==> src/rtl/irq_pend_pkg.sv <==
package irq_pend_pkg;
  localparam int REG_W   = 32;
  localparam int PIN_CNT = 8;
  localparam int ADDR_W  = 2;
  localparam int IDX_W   = 6;
  localparam int SRC_CNT = 2 * PIN_CNT;

  typedef enum logic [ADDR_W-1:0] {
    SEL_PEND = 2'd0,
    SEL_MASK = 2'd1,
    SEL_SENS = 2'd2,
    SEL_VEC  = 2'd3
  } reg_sel_e;

  localparam logic [IDX_W-1:0] IDX_NONE = '1;

  // word bit of pin n (big-endian position 2n)
  function automatic int pin_pos(input int n);
    return REG_W - 1 - 2 * n;
  endfunction

  // word bit of internal source n (big-endian position 2n+1)
  function automatic int lvl_pos(input int n);
    return REG_W - 2 - 2 * n;
  endfunction

  function automatic logic [REG_W-1:0] src_field();
    logic [REG_W-1:0] m;
    m = '0;
    for (int i = 0; i < SRC_CNT; i++) m[REG_W-1-i] = 1'b1;
    return m;
  endfunction

  function automatic logic [REG_W-1:0] pin_field();
    logic [REG_W-1:0] m;
    m = '0;
    for (int i = 0; i < PIN_CNT; i++) m[pin_pos(i)] = 1'b1;
    return m;
  endfunction
endpackage

==> src/rtl/irq_rst_sync.sv <==
module irq_rst_sync (
  input  logic clk,
  input  logic rst_n,
  output logic rst_sync_n
);
  logic stage_q;
  logic out_q;

  always_ff @(posedge clk or negedge rst_n) begin
    if (!rst_n) begin
      stage_q <= 1'b0;
      out_q   <= 1'b0;
    end else begin
      stage_q <= 1'b1;
      out_q   <= stage_q;
    end
  end

  assign rst_sync_n = out_q;
endmodule

==> src/rtl/irq_pin_chan.sv <==
module irq_pin_chan (
  input  logic clk,
  input  logic rst_n,
  input  logic pin_n_i,
  input  logic edge_mode_i,
  input  logic clr_i,
  output logic pend_o
);
  logic meta_q, sync_q, prev_q;
  logic latch_q, latch_d;
  logic asserted, fall;

  // synchronizer and history idle high (pin inactive)
  always_ff @(posedge clk or negedge rst_n) begin
    if (!rst_n) begin
      meta_q <= 1'b1;
      sync_q <= 1'b1;
      prev_q <= 1'b1;
    end else begin
      meta_q <= pin_n_i;
      sync_q <= meta_q;
      prev_q <= sync_q;
    end
  end

  always_comb begin
    asserted = ~sync_q;
    fall     = prev_q & ~sync_q;
    // a new edge takes precedence over a same-cycle clear
    if (edge_mode_i) latch_d = fall | (latch_q & ~clr_i);
    else             latch_d = 1'b0;
    pend_o   = edge_mode_i ? latch_q : asserted;
  end

  always_ff @(posedge clk or negedge rst_n) begin
    if (!rst_n) latch_q <= 1'b0;
    else        latch_q <= latch_d;
  end
endmodule

==> src/rtl/irq_prio_enc.sv <==
module irq_prio_enc #(
  parameter int REG_W   = irq_pend_pkg::REG_W,
  parameter int SRC_CNT = irq_pend_pkg::SRC_CNT,
  parameter int IDX_W   = irq_pend_pkg::IDX_W
) (
  input  logic [REG_W-1:0] active_i,
  output logic [IDX_W-1:0] idx_o,
  output logic             valid_o
);
  always_comb begin
    idx_o   = '1;
    valid_o = 1'b0;
    // scan from the lowest priority up so the last hit is the winner
    for (int k = SRC_CNT - 1; k >= 0; k--) begin
      if (active_i[REG_W-1-k]) begin
        idx_o   = IDX_W'(k);
        valid_o = 1'b1;
      end
    end
  end
endmodule

==> src/rtl/irq_pend_ctrl.sv <==
module irq_pend_ctrl
  import irq_pend_pkg::*;
#(
  parameter int PINS = irq_pend_pkg::PIN_CNT
) (
  input  logic                 clk,
  input  logic                 rst_n,
  input  logic [PINS-1:0]      irq_pin_n_i,
  input  logic [PINS-1:0]      lvl_req_i,
  input  logic                 bus_we_i,
  input  logic [ADDR_W-1:0]    bus_addr_i,
  input  logic [REG_W-1:0]     bus_wdata_i,
  output logic [REG_W-1:0]     bus_rdata_o,
  output logic                 irq_o
);
  localparam logic [REG_W-1:0] SRC_FIELD = src_field();
  localparam logic [REG_W-1:0] PIN_FIELD = pin_field();
  localparam int               VEC_PAD   = REG_W - 9;

  logic             rst_int_n;
  logic [PINS-1:0]  pin_pend;
  logic [REG_W-1:0] pend_w;
  logic [REG_W-1:0] mask_q, mask_d;
  logic [REG_W-1:0] sens_q, sens_d;
  logic             mask_en, sens_en, clr_hit;
  logic             irq_q, irq_d;
  logic [IDX_W-1:0] vec_idx;
  logic             vec_valid;

  irq_rst_sync u_rst (
    .clk        (clk),
    .rst_n      (rst_n),
    .rst_sync_n (rst_int_n)
  );

  assign clr_hit = bus_we_i && (bus_addr_i == SEL_PEND);

  for (genvar g = 0; g < PINS; g++) begin : g_pin
    localparam int PB = pin_pos(g);
    irq_pin_chan u_chan (
      .clk         (clk),
      .rst_n       (rst_int_n),
      .pin_n_i     (irq_pin_n_i[g]),
      .edge_mode_i (sens_q[PB]),
      .clr_i       (clr_hit && bus_wdata_i[PB]),
      .pend_o      (pin_pend[g])
    );
  end

  always_comb begin
    pend_w = '0;
    for (int n = 0; n < PINS; n++) begin
      pend_w[pin_pos(n)] = pin_pend[n];
      pend_w[lvl_pos(n)] = lvl_req_i[n];
    end
  end

  // next state for the software registers
  always_comb begin
    mask_en = bus_we_i && (bus_addr_i == SEL_MASK);
    sens_en = bus_we_i && (bus_addr_i == SEL_SENS);
    mask_d  = bus_wdata_i & SRC_FIELD;
    sens_d  = bus_wdata_i & PIN_FIELD;
    irq_d   = |(pend_w & mask_q);
  end

  always_ff @(posedge clk or negedge rst_int_n) begin
    if (!rst_int_n) begin
      mask_q <= '0;
    end else if (mask_en) begin
      mask_q <= mask_d;
    end
  end

  always_ff @(posedge clk or negedge rst_int_n) begin
    if (!rst_int_n) begin
      sens_q <= '0;
    end else if (sens_en) begin
      sens_q <= sens_d;
    end
  end

  always_ff @(posedge clk or negedge rst_int_n) begin
    if (!rst_int_n) irq_q <= 1'b0;
    else            irq_q <= irq_d;
  end

  irq_prio_enc #(
    .REG_W   (REG_W),
    .SRC_CNT (2 * PINS),
    .IDX_W   (IDX_W)
  ) u_enc (
    .active_i (pend_w & mask_q),
    .idx_o    (vec_idx),
    .valid_o  (vec_valid)
  );

  always_comb begin
    unique case (bus_addr_i)
      SEL_PEND: bus_rdata_o = pend_w;
      SEL_MASK: bus_rdata_o = mask_q;
      SEL_SENS: bus_rdata_o = sens_q;
      default:  bus_rdata_o = {{(8 - IDX_W){1'b0}}, vec_idx, vec_valid, {VEC_PAD{1'b0}}};
    endcase
  end

  assign irq_o = irq_q;
endmodule

==> config.mk <==
export PLATFORM = sky130hd
export DESIGN_NAME = irq_pend_ctrl
export DESIGN_NICKNAME = d
export VERILOG_FILES = /design/src/rtl/irq_pend_pkg.sv /design/src/rtl/irq_rst_sync.sv /design/src/rtl/irq_pin_chan.sv /design/src/rtl/irq_prio_enc.sv /design/src/rtl/irq_pend_ctrl.sv
export SDC_FILE = /design/constraint.sdc
export NUM_CORES = 1
export LEC_CHECK = 0
export ABC_AREA = 1
export BUFFER_PORTS_ARGS = -buffer_cell sky130_fd_sc_hd__buf_4
export CELL_PAD_IN_SITES_DETAIL_PLACEMENT = 0
export CELL_PAD_IN_SITES_GLOBAL_PLACEMENT = 2
export CORE_MARGIN = 10
export CORE_UTILIZATION = 32
export CTS_BUF_LIST = sky130_fd_sc_hd__clkbuf_16
export DETAILED_ROUTE_END_ITERATION = 7
export PLACE_DENSITY = 0.88
export SYNTH_ARGS = -nofsm -noshare
export SYNTH_HDL_FRONTEND = slang
export SYNTH_HIERARCHICAL = 1
export SYNTH_SLANG_ARGS = --single-unit
==> constraint.sdc <==
create_clock -name clk -period 3.1 [get_ports clk]
set_input_delay 0.62 -clock clk [delete_from_list [all_inputs] [get_ports clk]]
set_output_delay 0.62 -clock clk [all_outputs]
set_load 0.01 [all_outputs]
Word level (Yosys, flattened, before mapping)
Cells that the tools add are included.
{"block": "word_totals", "register_bits": 59, "wordCells": 142}
{"block": "classes", "reduce_logical": 13, "n_bitwise": 41, "muxes": 49, "n_eq_ne": 2}
{"op": "6-bit 2-to-1 mux", "count": 16}
{"op": "32-bit case mux with 3 select lines", "count": 1}
{"op": "32-bit bitwise AND", "count": 1}
{"op": "1-bit 2-to-1 mux", "count": 32}
{"op": "32-bit OR reduction", "count": 1}
{"op": "1-bit bitwise AND", "count": 16}
{"op": "1-bit inverter", "count": 16}
{"op": "1-bit logical AND", "count": 11}
{"op": "1-bit bitwise OR", "count": 8}
{"op": "2-bit by 1-bit equality test with 1-bit output (second input constant)", "count": 1}
{"op": "2-bit equality test (second input constant)", "count": 1}
{"op": "2-bit zero test", "count": 1}

Logic depth before layout (Yosys ltp)
Gate-level depths: netlist (run 1).
{"block": "logic_depth", "depth_word": 20, "depth_mapped": 19, "depth_no_buf": 19}

Modules after synthesis
The synthesis (run 1) kept the hierarchy.
{"mod": "irq_pend_ctrl", "cells_per_inst": 235, "n_inst": 1, "seq_area_each_um2": 625.6, "area_per_inst_um2": 1680.4}
{"mod": "irq_pin_chan", "cells_per_inst": 11, "n_inst": 8, "seq_area_each_um2": 103.8, "area_per_inst_um2": 133.9}
{"mod": "irq_prio_enc", "cells_per_inst": 47, "n_inst": 1, "seq_area_each_um2": 0.0, "area_per_inst_um2": 235.2}
{"mod": "irq_rst_sync", "cells_per_inst": 3, "n_inst": 1, "seq_area_each_um2": 50.0, "area_per_inst_um2": 53.8}

Worst setup path after synthesis (run 1)
No wires, ideal clock.
{"block": "synth_timing", "path_type": "reg2out", "startpoint": "reg g_pin[0].u_chan.sync_q", "endpoint": "out bus_rdata_o[29]", "path_buffers": 1, "path_slack_ns": 0.787, "arrival_time_ns": 1.693, "path_stages_with_launch": 13, "cell_sequence": "dfstp_2 o21ai_0 nand2_1 inv_1 or2_1 nor3_2 inv_2 nor2_4 inv_2 nor2_4 buf_4 nand2_1 nand4_1"}
{"block": "synth_between", "elab_chain_len": 5}
{"element": "start, declared", "line": "irq_pin_chan.sv:9", "text": "logic meta_q, sync_q, prev_q;"}
{"element": "start signal, assigned", "line": "irq_pin_chan.sv:21", "text": "sync_q <= meta_q;"}
{"element": "1-bit inverter", "line": "irq_pin_chan.sv:27", "text": "asserted = ~sync_q;"}
{"element": "1-bit 2-to-1 mux", "line": "irq_pin_chan.sv:32", "text": "pend_o = edge_mode_i ? latch_q : asserted;"}
{"element": "via pend_w[31]", "line": "irq_pend_ctrl.sv:22", "text": "logic [REG_W-1:0] pend_w;"}
{"element": "32-bit bitwise AND", "line": "irq_pend_ctrl.sv:93", "text": ".active_i (pend_w & mask_q),"}
{"element": "6-bit 2-to-1 mux", "line": "irq_prio_enc.sv:15", "text": "if (active_i[REG_W-1-k]) begin"}
{"element": "via vec_idx[5]", "line": "irq_pend_ctrl.sv:27", "text": "logic [IDX_W-1:0] vec_idx;"}
{"element": "32-bit case mux with 3 select lines", "line": "irq_pend_ctrl.sv:99", "text": "unique case (bus_addr_i)"}
{"element": "end, declared", "line": "irq_pend_ctrl.sv:13", "text": "output logic [REG_W-1:0] bus_rdata_o,"}
The timed path passes the listed nets, and every way through them passes these cells.

Final worst setup path (run 1)
{"block": "layout_timing", "startpoint": "reg g_pin[0].u_chan.sync_q", "endpoint": "out bus_rdata_o[23]"}
{"block": "layout_between", "elab_chain_len": 5}
{"element": "1-bit inverter", "line": "irq_pin_chan.sv:27"}
{"element": "1-bit 2-to-1 mux", "line": "irq_pin_chan.sv:32"}
{"element": "via pend_w[31]", "line": "irq_pend_ctrl.sv:22"}
{"element": "32-bit bitwise AND", "line": "irq_pend_ctrl.sv:93"}
{"element": "1-bit 2-to-1 mux", "line": "irq_prio_enc.sv:15"}
{"element": "via vec_valid", "line": "irq_pend_ctrl.sv:28", "text": "logic vec_valid;"}
{"element": "32-bit case mux with 3 select lines", "line": "irq_pend_ctrl.sv:99"}
The timed path passes the listed nets, and every way through them passes these cells.

==> flow_summary_export.csv, run 1 <==
group,metric,value,unit
run_status,status,"finished clean",
global_route,grt_max_degree,33,
global_route,grt_pass1_vias,2452,
setup_path,criticalPathCategory,"reg2out",
routing,via_per_inst,4.12,
synth,synth_flop_cell,"dfrtp_1",
sta,slew_headroom,60.5,%
place,placed_area,3500,sq um
place,place_hpwl,5320,um
routing,routed_wl,7030,um
sta,rsz0062_at_grt,"no",
place,placedCellCount,548,
clocking,holdBufCountCts,0,
routing,dr.pass1.iters,4,
place,placement.io_buffers,53,
clocking,cts_sinks,59,
floorplanning,die_h,117,um
setup_path,critPathLaunchType,"flip-flop",
synth,yosys_warnings,6,
synth,synth-seq-cells,59,
clocking,cts_tree,"built",
synth,synth_top_area_share,28.8,%
sta,fmax,344,MHz
job,maxCapViolCount,0,
layout,fin_cells,564,
setup_path,critPathMaxFanout,3,
pwr,pwr-share-seq,38.3,%
pwr,sw_frac_of_total,28.0,%
synth,yosysSeqAreaShare,49.5,%
pwr,p_int,0.00175,W
global_route,antenna_found_initial,0,
synth,syn_avg_cell_area,8.15,sq um
routing,drcViolationCount,0,
routing,via_count,2324,
sta,whs,0.0640,ns
layout,drive_above_1_share,29.9,%
global_route,grt_pass1_wl,12000,um
layout,fin_nets,483,
global_route,grt-ovfl-total,0,
clocking,clock_latency,0.32,ns
sta,tightestPinTransition,0.591,ns
pwr,netSwitchingPower,0.000681,W
sta,fin_crit_sh,93.8,%
sta,finalSetupViolCount,0,
sta,maxSlewViolCount,0,
clocking,cts_resized,0,
layout,fin_util,41.4,%
pwr,p_clk_share,44.4,%
sta,final.setup.tns,0,ns
clocking,postCtsSetupBuffers,0,
sta,clock_skew,0.00457,ns
synth,synth_area_leader_cell,"dfrtp_1",
floorplanning,fp-row-count,35,
pwr,power.density,637,nW/um^2
setup_path,worstPathRequired,2.48,ns
layout,areaGrowthSynthToFinish,25.8,%
floorplanning,ios,86,
clocking,ctsHtreeMaxLevel,3,
synth,post-synth-top-count-cell,"nand2_1",
sta,fin_crit,2.91,ns
clocking,cts_buffers,9,
synth,netlist_top_cells_count,"125 x nand2_1, 58 x inv_1, 35 x dfrtp_1, 32 x nand3_1, 24 x dfstp_2",
layout,final_design_area_no_fill,3820,sq um
layout,n_antenna_cell,0,
global_route,grt.total_usage,10.5,%
clocking,clock_path_buffers,2,
synth,synthTopCellsByArea,"dfrtp_1 29%, dfstp_2 21%, nand2_1 15%, inv_1 7.2%, nand3_1 5.3%",
floorplanning,chipWidth,117,um
clocking,cts_root_buf,"clkbuf_16",
setup_path,crit_path_end_kind,"output pin",
routing,ant_nets,0,
sta,hold_viol,0,
worst_hold_path,hp-class,"in2async",
pwr,p_leak,2.03,nW
routing,drt_iter0_markers,109,
synth,syn_area,3040,sq um
place,gp_congestion,0.778,
synth,synth_cell_types,26,
floorplanning,die_area,13800,sq um
synth,synth-edff-count,0,
routing,avgRoutedWirePerCell,12.5,um
floorplanning,initial_core_util,32.9,%
setup_path,cp.arrival,2.29,ns
synth,syn-instance-count,373,
synth,async_flop_share,100,%
clocking,clk_pin_slew,0.05,ns
floorplanning,core_area,9240,sq um
pwr,combPwrFrac,17.3,%
pwr,irDropWorstVdd,0.000305,V
## logic make-up after synthesis
group / share of synthesized area (%)
buffers and inverters: 14.6
other: 0.247
DFF: 49.5
and+or+nand+nor: 27.2
AOI/OAI and AO/OA: 8.35
## placed cells by master, fill, tap and decap left out, types with 2 or more instances in the layout
cell and count:
o21ai_2 16, dfrtp_1 34, nand2_2 2, nand4_1 6
conb_1 17, nand2_1 125, o21ai_0 9, a22o_1 5
bufinv_16 2, inv_2 6, a21oi_1 2, dfstp_2 24
buf_4 54, nand2_4 2, nor2_1 14, inv_1 58
nor2_4 4, inv_6 2, clkbuf_16 9, nand3_1 32
clkinvlp_4 3
## layer usage
metal | track usage (%) | part of all wire [%]
met5 | 0 | 0
met4 | 4.17 | 1.1
met3 | 2.93 | 4.0
met1 | 13.5 | 49
met2 | 16.3 | 46
## state kept, by name (all words and copies together) (netlist names)
| signal | count |
|---|---|
| mask_q | 16 |
| g_pin.u_chan/latch_q | 8 |
| g_pin.u_chan/meta_q | 8 |
| g_pin.u_chan/prev_q | 8 |
| g_pin.u_chan/sync_q | 8 |
| sens_q | 8 |
| irq_o | 1 |
| u_rst/rst_sync_n | 1 |
| u_rst/stage_q | 1 |
## path summary, 6_finish.rpt
| kind | startpoint | to | slack [ns] | cells after the start |
|---|---|---|---|---|
| hold reg to reg | u_rst/rst_sync_n | sens_q[21] | 0.27 | 0 |
| setup reg to reg | g_pin[3].u_chan/sync_q | irq_o | 1.86 | 7 |
| hold / removal | rst_n | u_rst/rst_sync_n | 0.06 | 1 |
| setup / recovery | g_pin[0].u_chan/sync_q | bus_rdata_o[23] | 0.19 | 13 |
| min in group clk | g_pin[3].u_chan/meta_q | g_pin[3].u_chan/sync_q | 0.35 | 0 |
| max in group asynchronous | u_rst/rst_sync_n | g_pin[3].u_chan/prev_q | 2.19 | 1 |
## power groups by stage
stage	Clock [W]	Combinational, W	Sequential (W)
global route	0.00115	0.000483	0.000948
finish	0.00108	0.000421	0.000933
CTS	0.00111	0.000431	0.000934
floorplan	0	0.000299	0.000934
global placement	0	0.000426	0.000943
detailed placement	0	0.000429	0.000946
## final cells by class
cell class / instances / area, sq um
Fill cell: 953 / 5420
Sequential cell: 59 / 1510
Multi-Input combinational cell: 240 / 1150
Timing Repair Buffer: 55 / 425
Inverter: 65 / 258
Clock buffer: 9 / 225
Tap cell: 129 / 161
Clock inverter: 7 / 100
## through the flow
stage                     total power, W  worst slack, ns
after detailed placement         0.00138            0.425
after CTS                        0.00247            0.147
final                            0.00243            0.193
after floorplan                  0.00123            0.787
after global placement           0.00137            0.443
after global routing             0.00258           0.0233
## worst max-delay path, stage by stage, from the launching register on
cell and delay, ns:
dfstp_2 0.54, o21ai_0 0.12, nand2_1 0.11, inv_1 0.06
or2_1 0.25, nor3_2 0.14, inv_2 0.07, nor2_4 0.09
inv_2 0.05, nor2_4 0.13, inv_2 0.04, nand2_1 0.05
nand4_1 0.14, buf_4 0.18
(Power assumes the default switching activity.)
==> run 2, diff against run 1 <==
REMOVE_ABC_BUFFERS = 1   (was default)
==> run 2 against run 1 <==
Effect of this change:
- maximum frequency rose by 2.3%
- die area did not move
- clock skew fell by 0.00097 ns
- power fell by 1.8%
- setup slack improved by 0.067 ns
- sequential share of layout area rose by 0.14 points
==> flow_summary_export.csv, run 2 (synthesis gave the netlist of run 1 again) <==
group,metric,value,unit
setup_path,critPathMaxFanout,3,
clocking,clock_latency,0.33,ns
global_route,grt.total_usage,11.0,%
setup_path,criticalPathCategory,"reg2out",
job,maxCapViolCount,0,
clocking,ctsHtreeMaxLevel,3,
global_route,grt_pass1_vias,2493,
routing,met2_length,3420,um
routing,avgRoutedWirePerCell,13.0,um
setup_path,regToRegSetupSlack,1.87,ns
global_route,grt-ovfl-total,0,
setup_path,worstPathRequired,2.48,ns
layout,final_common_cell,"nand2_1",
sta,finalSetupViolCount,0,
routing,ant_nets,0,
clocking,cts_sinks,59,
run_status,status,"finished clean",
floorplanning,chipWidth,117,um
pwr,p_leak,2.03,nW
global_route,grt_max_degree,27,
sta,rsz0062_at_grt,"no",
routing,wl_met3,456,um
layout,n_antenna_cell,0,
layout,fin_nets,485,
setup_path,critPathLaunchType,"flip-flop",
clocking,clk_pin_slew,0.05,ns
pwr,power.density,628,nW/um^2
place,gp_congestion,0.779,
routing,drt_iter0_markers,91,
routing,routed_wl,7370,um
routing,drcViolationCount,0,
setup_path,crit_path_end_kind,"output pin",
pwr,irDropWorstVdd,0.000353,V
sta,final.setup.tns,0,ns
place,placement.io_buffers,53,
layout,n_fill_cell,968,
sta,fmax,352,MHz
sta,whs,0.0651,ns
clocking,cts_tree,"built",
setup_path,path_cells,"o21ai_1, nand2_1, inv_1, or2_1, nor3_2, inv_2, nor2_4, inv_2, nor2_4, inv_2, nand2_1, nand4_1, buf_4",
routing,via_per_inst,4.23,
sta,slew_headroom,59.1,%
setup_path,r2r-end,"irq_o",
layout,largest_reg_flops,16,
layout,areaGrowthSynthToFinish,25.3,%
clocking,clock_path_buffers,2,
routing,dr.pass1.iters,4,
sta,hold_viol,0,
floorplanning,die_area,13800,sq um
layout,final_cell_mix,"125 x nand2_1, 59 x inv_1, 57 x buf_4",
floorplanning,die_h,117,um
clocking,postCtsSetupBuffers,0,
floorplanning,ios,86,
global_route,antenna_found_initial,0,
floorplanning,core_area,9240,sq um
floorplanning,fp-row-count,35,
layout,drive_above_1_share,29.5,%
clocking,cts_root_buf,"clkbuf_16",
sta,fin_crit,2.84,ns
routing,via_count,2397,
routing,met1Wirelength,3370,um
worst_hold_path,hp-class,"in2async",
setup_path,critPathMaxStageDelay,0.54,ns
sta,tightestPinTransition,0.613,ns
routing,top_layer,"met4",
setup_path,cp.arrival,2.22,ns
clocking,cts_buffers,9,
floorplanning,initial_core_util,32.9,%
place,place_hpwl,5410,um
setup_path,worst-r2r-cell-count,7,
sta,fin_crit_sh,91.6,%
layout,top_register,"mask_q",
global_route,grt_pass1_wl,12300,um
sta,clock_skew,0.00359,ns
sta,maxSlewViolCount,0,
setup_path,cp_slowest_cell,"dfstp_2",
setup_path,crit_top_cell,"inv_2",
setup_path,reg2reg_from,"g_pin[7].u_chan/sync_q",
run 2: changes by cell type in the layout (fill, tap and decap cells not counted):
cell | before | now
inv_1 | 58 | 59
clkinvlp_4 | 3 | 1
buf_12 | 1 | 0
clkinv_2 | 0 | 1
clkinv_1 | 0 | 2
buf_4 | 54 | 57
inv_6 | 2 | 0
o21ai_1 | 0 | 2
o21ai_0 | 9 | 7
run 2: power by group:
part / total (W) / internal (W) / leakage, nW / switching, W
Clock: 0.00103 / 0.000692 / 0.152 / 0.000340
Sequential: 0.000934 / 0.000864 / 0.691 / 0.0000702
Combinational: 0.000425 / 0.000182 / 1.19 / 0.000243
run 2: repair_timing:
| action | CTS | global route |
|---|---|---|
| resized for setup | 0 | 2 |
| hold buffers | 0 | 0 |
| endpoints found under the setup margin | 0 | 2 |
run 2: worst max-delay path: cells and delay by family, from the launching register on:
| family | cells | cell delay [ns] |
|---|---|---|
| AO/OA/AOI/OAI | 1 | 0.09 |
| buffers and inverters | 5 | 0.40 |
| flip-flops | 1 | 0.54 |
| AND/OR/NAND/NOR | 7 | 0.87 |
run 2: worst max-delay path by stage:
stage,cells past startpoint,slack [ns],endpoint,from
2_1_floorplan,12,0.85,bus_rdata_o[23],g_pin[0].u_chan/sync_q
3_3_place_gp,13,0.52,bus_rdata_o[23],lvl_req_i[0]
3_5_place_dp,13,0.53,bus_rdata_o[23],lvl_req_i[0]
4_1_cts,13,0.18,bus_rdata_o[23],g_pin[0].u_chan/sync_q
5_1_grt,19,0.02,bus_rdata_o[24],sens_q[17]
6_report,13,0.26,bus_rdata_o[23],g_pin[0].u_chan/sync_q
run 2: area by class of cell:
class / instances / area, sq um / share of cell area, %
clock buffer: 9 / 225 / 5.91
clock inverter: 7 / 83.8 / 2.20
inverter: 65 / 258 / 6.77
multi-input combinational: 240 / 1150 / 30.1
sequential: 59 / 1510 / 39.6
tap: 129 / 161 / 4.24
timing repair buffer: 57 / 428 / 11.2
run 2: stage by stage:
stage | util, % | setup slack, ns | total power (W) | instances | instance area, sq um
4_1_cts | 41.2 | 0.177 | 0.00243 | 566 | 3810
2_1_floorplan | - | 0.849 | 0.00121 | 364 | 2910
6_report | 41.2 | 0.259 | 0.00239 | 566 | 3810
3_5_place_dp | 37.9 | 0.535 | 0.00138 | 550 | 3500
3_3_place_gp | 37.9 | 0.520 | 0.00137 | 550 | 3500
5_1_grt | 41.2 | 0.0180 | 0.00254 | 566 | 3810
run 2: layer usage:
layer  vias up  track usage, %
li1       1230               -
met4         0            5.10
met1      1093            12.9
met3        12            3.69
met2        62            17.8
met5         -               0
==> run 3, diff against run 2 <==
CORE_ASPECT_RATIO = 0.7   (was default)
CTS_CLUSTER_DIAMETER = 200   (was default)
==> run 3 against run 2 <==
Effect of this change:
- setup slack worse by 0.024 ns
- highest routed layer unchanged
- sequential power hardly changed
- clock power is 17% lower
==> flow_summary_export.csv, run 3 (synthesis gave the netlist of run 1 again) <==
group,metric,value,unit
routing,dr.pass1.iters,4,
clocking,clk_pin_slew,0.05,ns
floorplanning,ios,86,
job,maxCapViolCount,0,
setup_path,critPathLaunchType,"flip-flop",
floorplanning,core_area,9180,sq um
routing,routed_wl,7110,um
routing,via_per_inst,4.20,
sta,hold_viol,0,
layout,n_antenna_cell,0,
pwr,p_clk_share,38.6,%
clocking,clock_path_buffers,2,
layout,n_fill_cell,957,
routing,drcViolationCount,0,
clocking,cts_sinks,59,
global_route,grt_max_degree,33,
sta,fin_crit,2.86,ns
setup_path,critPathMaxFanout,3,
setup_path,regToRegSetupSlack,1.85,ns
routing,avgRoutedWirePerCell,12.7,um
worst_hold_path,hp-class,"in2async",
layout,regArea,1510,sq um
layout,fin_nets,483,
clocking,cts_resized,0,
pwr,p_int,0.00157,W
global_route,antenna_found_initial,0,
setup_path,worst-r2r-cell-count,7,
pwr,irDropWorstVdd,0.000365,V
sta,rsz0062_at_grt,"no",
clocking,cts_buffers,9,
clocking,cts_root_buf,"clkbuf_16",
setup_path,reg2reg_from,"g_pin[2].u_chan/sync_q",
place,placed_area,3490,sq um
pwr,sw_frac_of_total,28.9,%
layout,areaGrowthSynthToFinish,23.5,%
sta,final.setup.tns,0,ns
sta,tightestPinTransition,0.626,ns
pwr,power.density,590,nW/um^2
setup_path,worstPathRequired,2.48,ns
sta,finalSetupViolCount,0,
layout,fin_util,40.9,%
floorplanning,initial_core_util,33.1,%
layout,largest_reg_flops,16,
floorplanning,fp-row-count,29,
clocking,cts_tree,"built",
setup_path,crit_path_end_kind,"output pin",
routing,drt_iter0_markers,139,
layout,final_design_area_no_fill,3750,sq um
floorplanning,chipWidth,137,um
global_route,grt.total_usage,10.8,%
place,placement.io_buffers,53,
sta,fin_crit_sh,92.4,%
run_status,status,"finished clean",
global_route,grt_pass1_wl,11700,um
routing,ant_nets,0,
clocking,holdBufCountCts,0,
sta,fmax,349,MHz
routing,via_count,2346,
pwr,combPwrFrac,19.3,%
clocking,postCtsSetupBuffers,0,
sta,slew_headroom,58.3,%
global_route,grt_pass1_vias,2395,
sta,clock_skew,0.00684,ns
floorplanning,die_area,13900,sq um
sta,whs,0.0647,ns
layout,drive_above_1_share,29.2,%
layout,final_common_cell,"nand2_1",
pwr,pwr-share-seq,42.1,%
pwr,total_power,0.00222,W
layout,top_register,"mask_q",
sta,maxSlewViolCount,0,
setup_path,r2r-end,"irq_o",
floorplanning,die_h,102,um
global_route,grt-ovfl-total,0,
clocking,clock_latency,0.32,ns
setup_path,cp.arrival,2.24,ns
setup_path,criticalPathCategory,"reg2out",
layout,final_cell_mix,"125 x nand2_1, 59 x inv_1, 54 x buf_4",
pwr,p_leak,2.01,nW
clocking,ctsHtreeMaxLevel,3,
layout,multi_input_area,1150,sq um
place,gp_congestion,0.769,
pwr,netSwitchingPower,0.000641,W
place,place_hpwl,5370,um
run 3: per-layer routing:
metal | track usage (%) | vias up | wire length (um)
li1 | - | 1234 | -
met1 | 14.0 | 1050 | 3480
met2 | 15.9 | 52 | 2980
met3 | 4.50 | 10 | 561
met4 | 3.92 | 0 | 92
met5 | 0 | - | 0
run 3: cell type report:
type,count,share of cell area [%]
well taps,124,4.13
repair buffers,55,11.3
clock buffers,9,6.00
multi-input cells,240,30.5
clock inverters,7,1.00
flip-flops and latches,59,40.2
inverters,65,6.86
run 3: worst max-delay path, cell delays in order, from the launching register on:
cell and delay, ns:
dfstp_2 0.54, o21ai_1 0.09, nand2_1 0.11, inv_1 0.07
or2_1 0.25, nor3_2 0.12, inv_2 0.07, nor2_4 0.09
inv_2 0.05, nor2_4 0.12, inv_2 0.04, nand2_1 0.06
nand4_1 0.12, buf_4 0.18
run 3: worst max path at each step:
| stage | slack, ns | from | depth (start not counted) | endpoint |
|---|---|---|---|---|
| floorplan | 0.85 | g_pin[0].u_chan/sync_q | 12 | bus_rdata_o[23] |
| detailed placement | 0.52 | lvl_req_i[0] | 13 | bus_rdata_o[23] |
| global route | 0.05 | g_pin[7].u_chan/sync_q | 19 | bus_rdata_o[24] |
| finish | 0.24 | g_pin[0].u_chan/sync_q | 13 | bus_rdata_o[23] |
| CTS | 0.16 | g_pin[0].u_chan/sync_q | 13 | bus_rdata_o[23] |
| global placement | 0.50 | lvl_req_i[0] | 13 | bus_rdata_o[23] |
run 3: power groups by stage:
stage               Combinational, W  Clock [W]  Sequential [W]
floorplan                   0.000273          0        0.000934
detailed placement          0.000430          0        0.000945
CTS                         0.000433   0.000889        0.000933
finish                      0.000427   0.000856        0.000933
global route                0.000489   0.000920        0.000947
global placement            0.000427          0        0.000942
run 3: through the flow:
step           instances  setup WS, ns
6_report             559         0.236
5_1_grt              559        0.0472
3_3_place_gp         543         0.503
3_5_place_dp         543         0.518
4_1_cts              559         0.158
2_1_floorplan        364         0.849
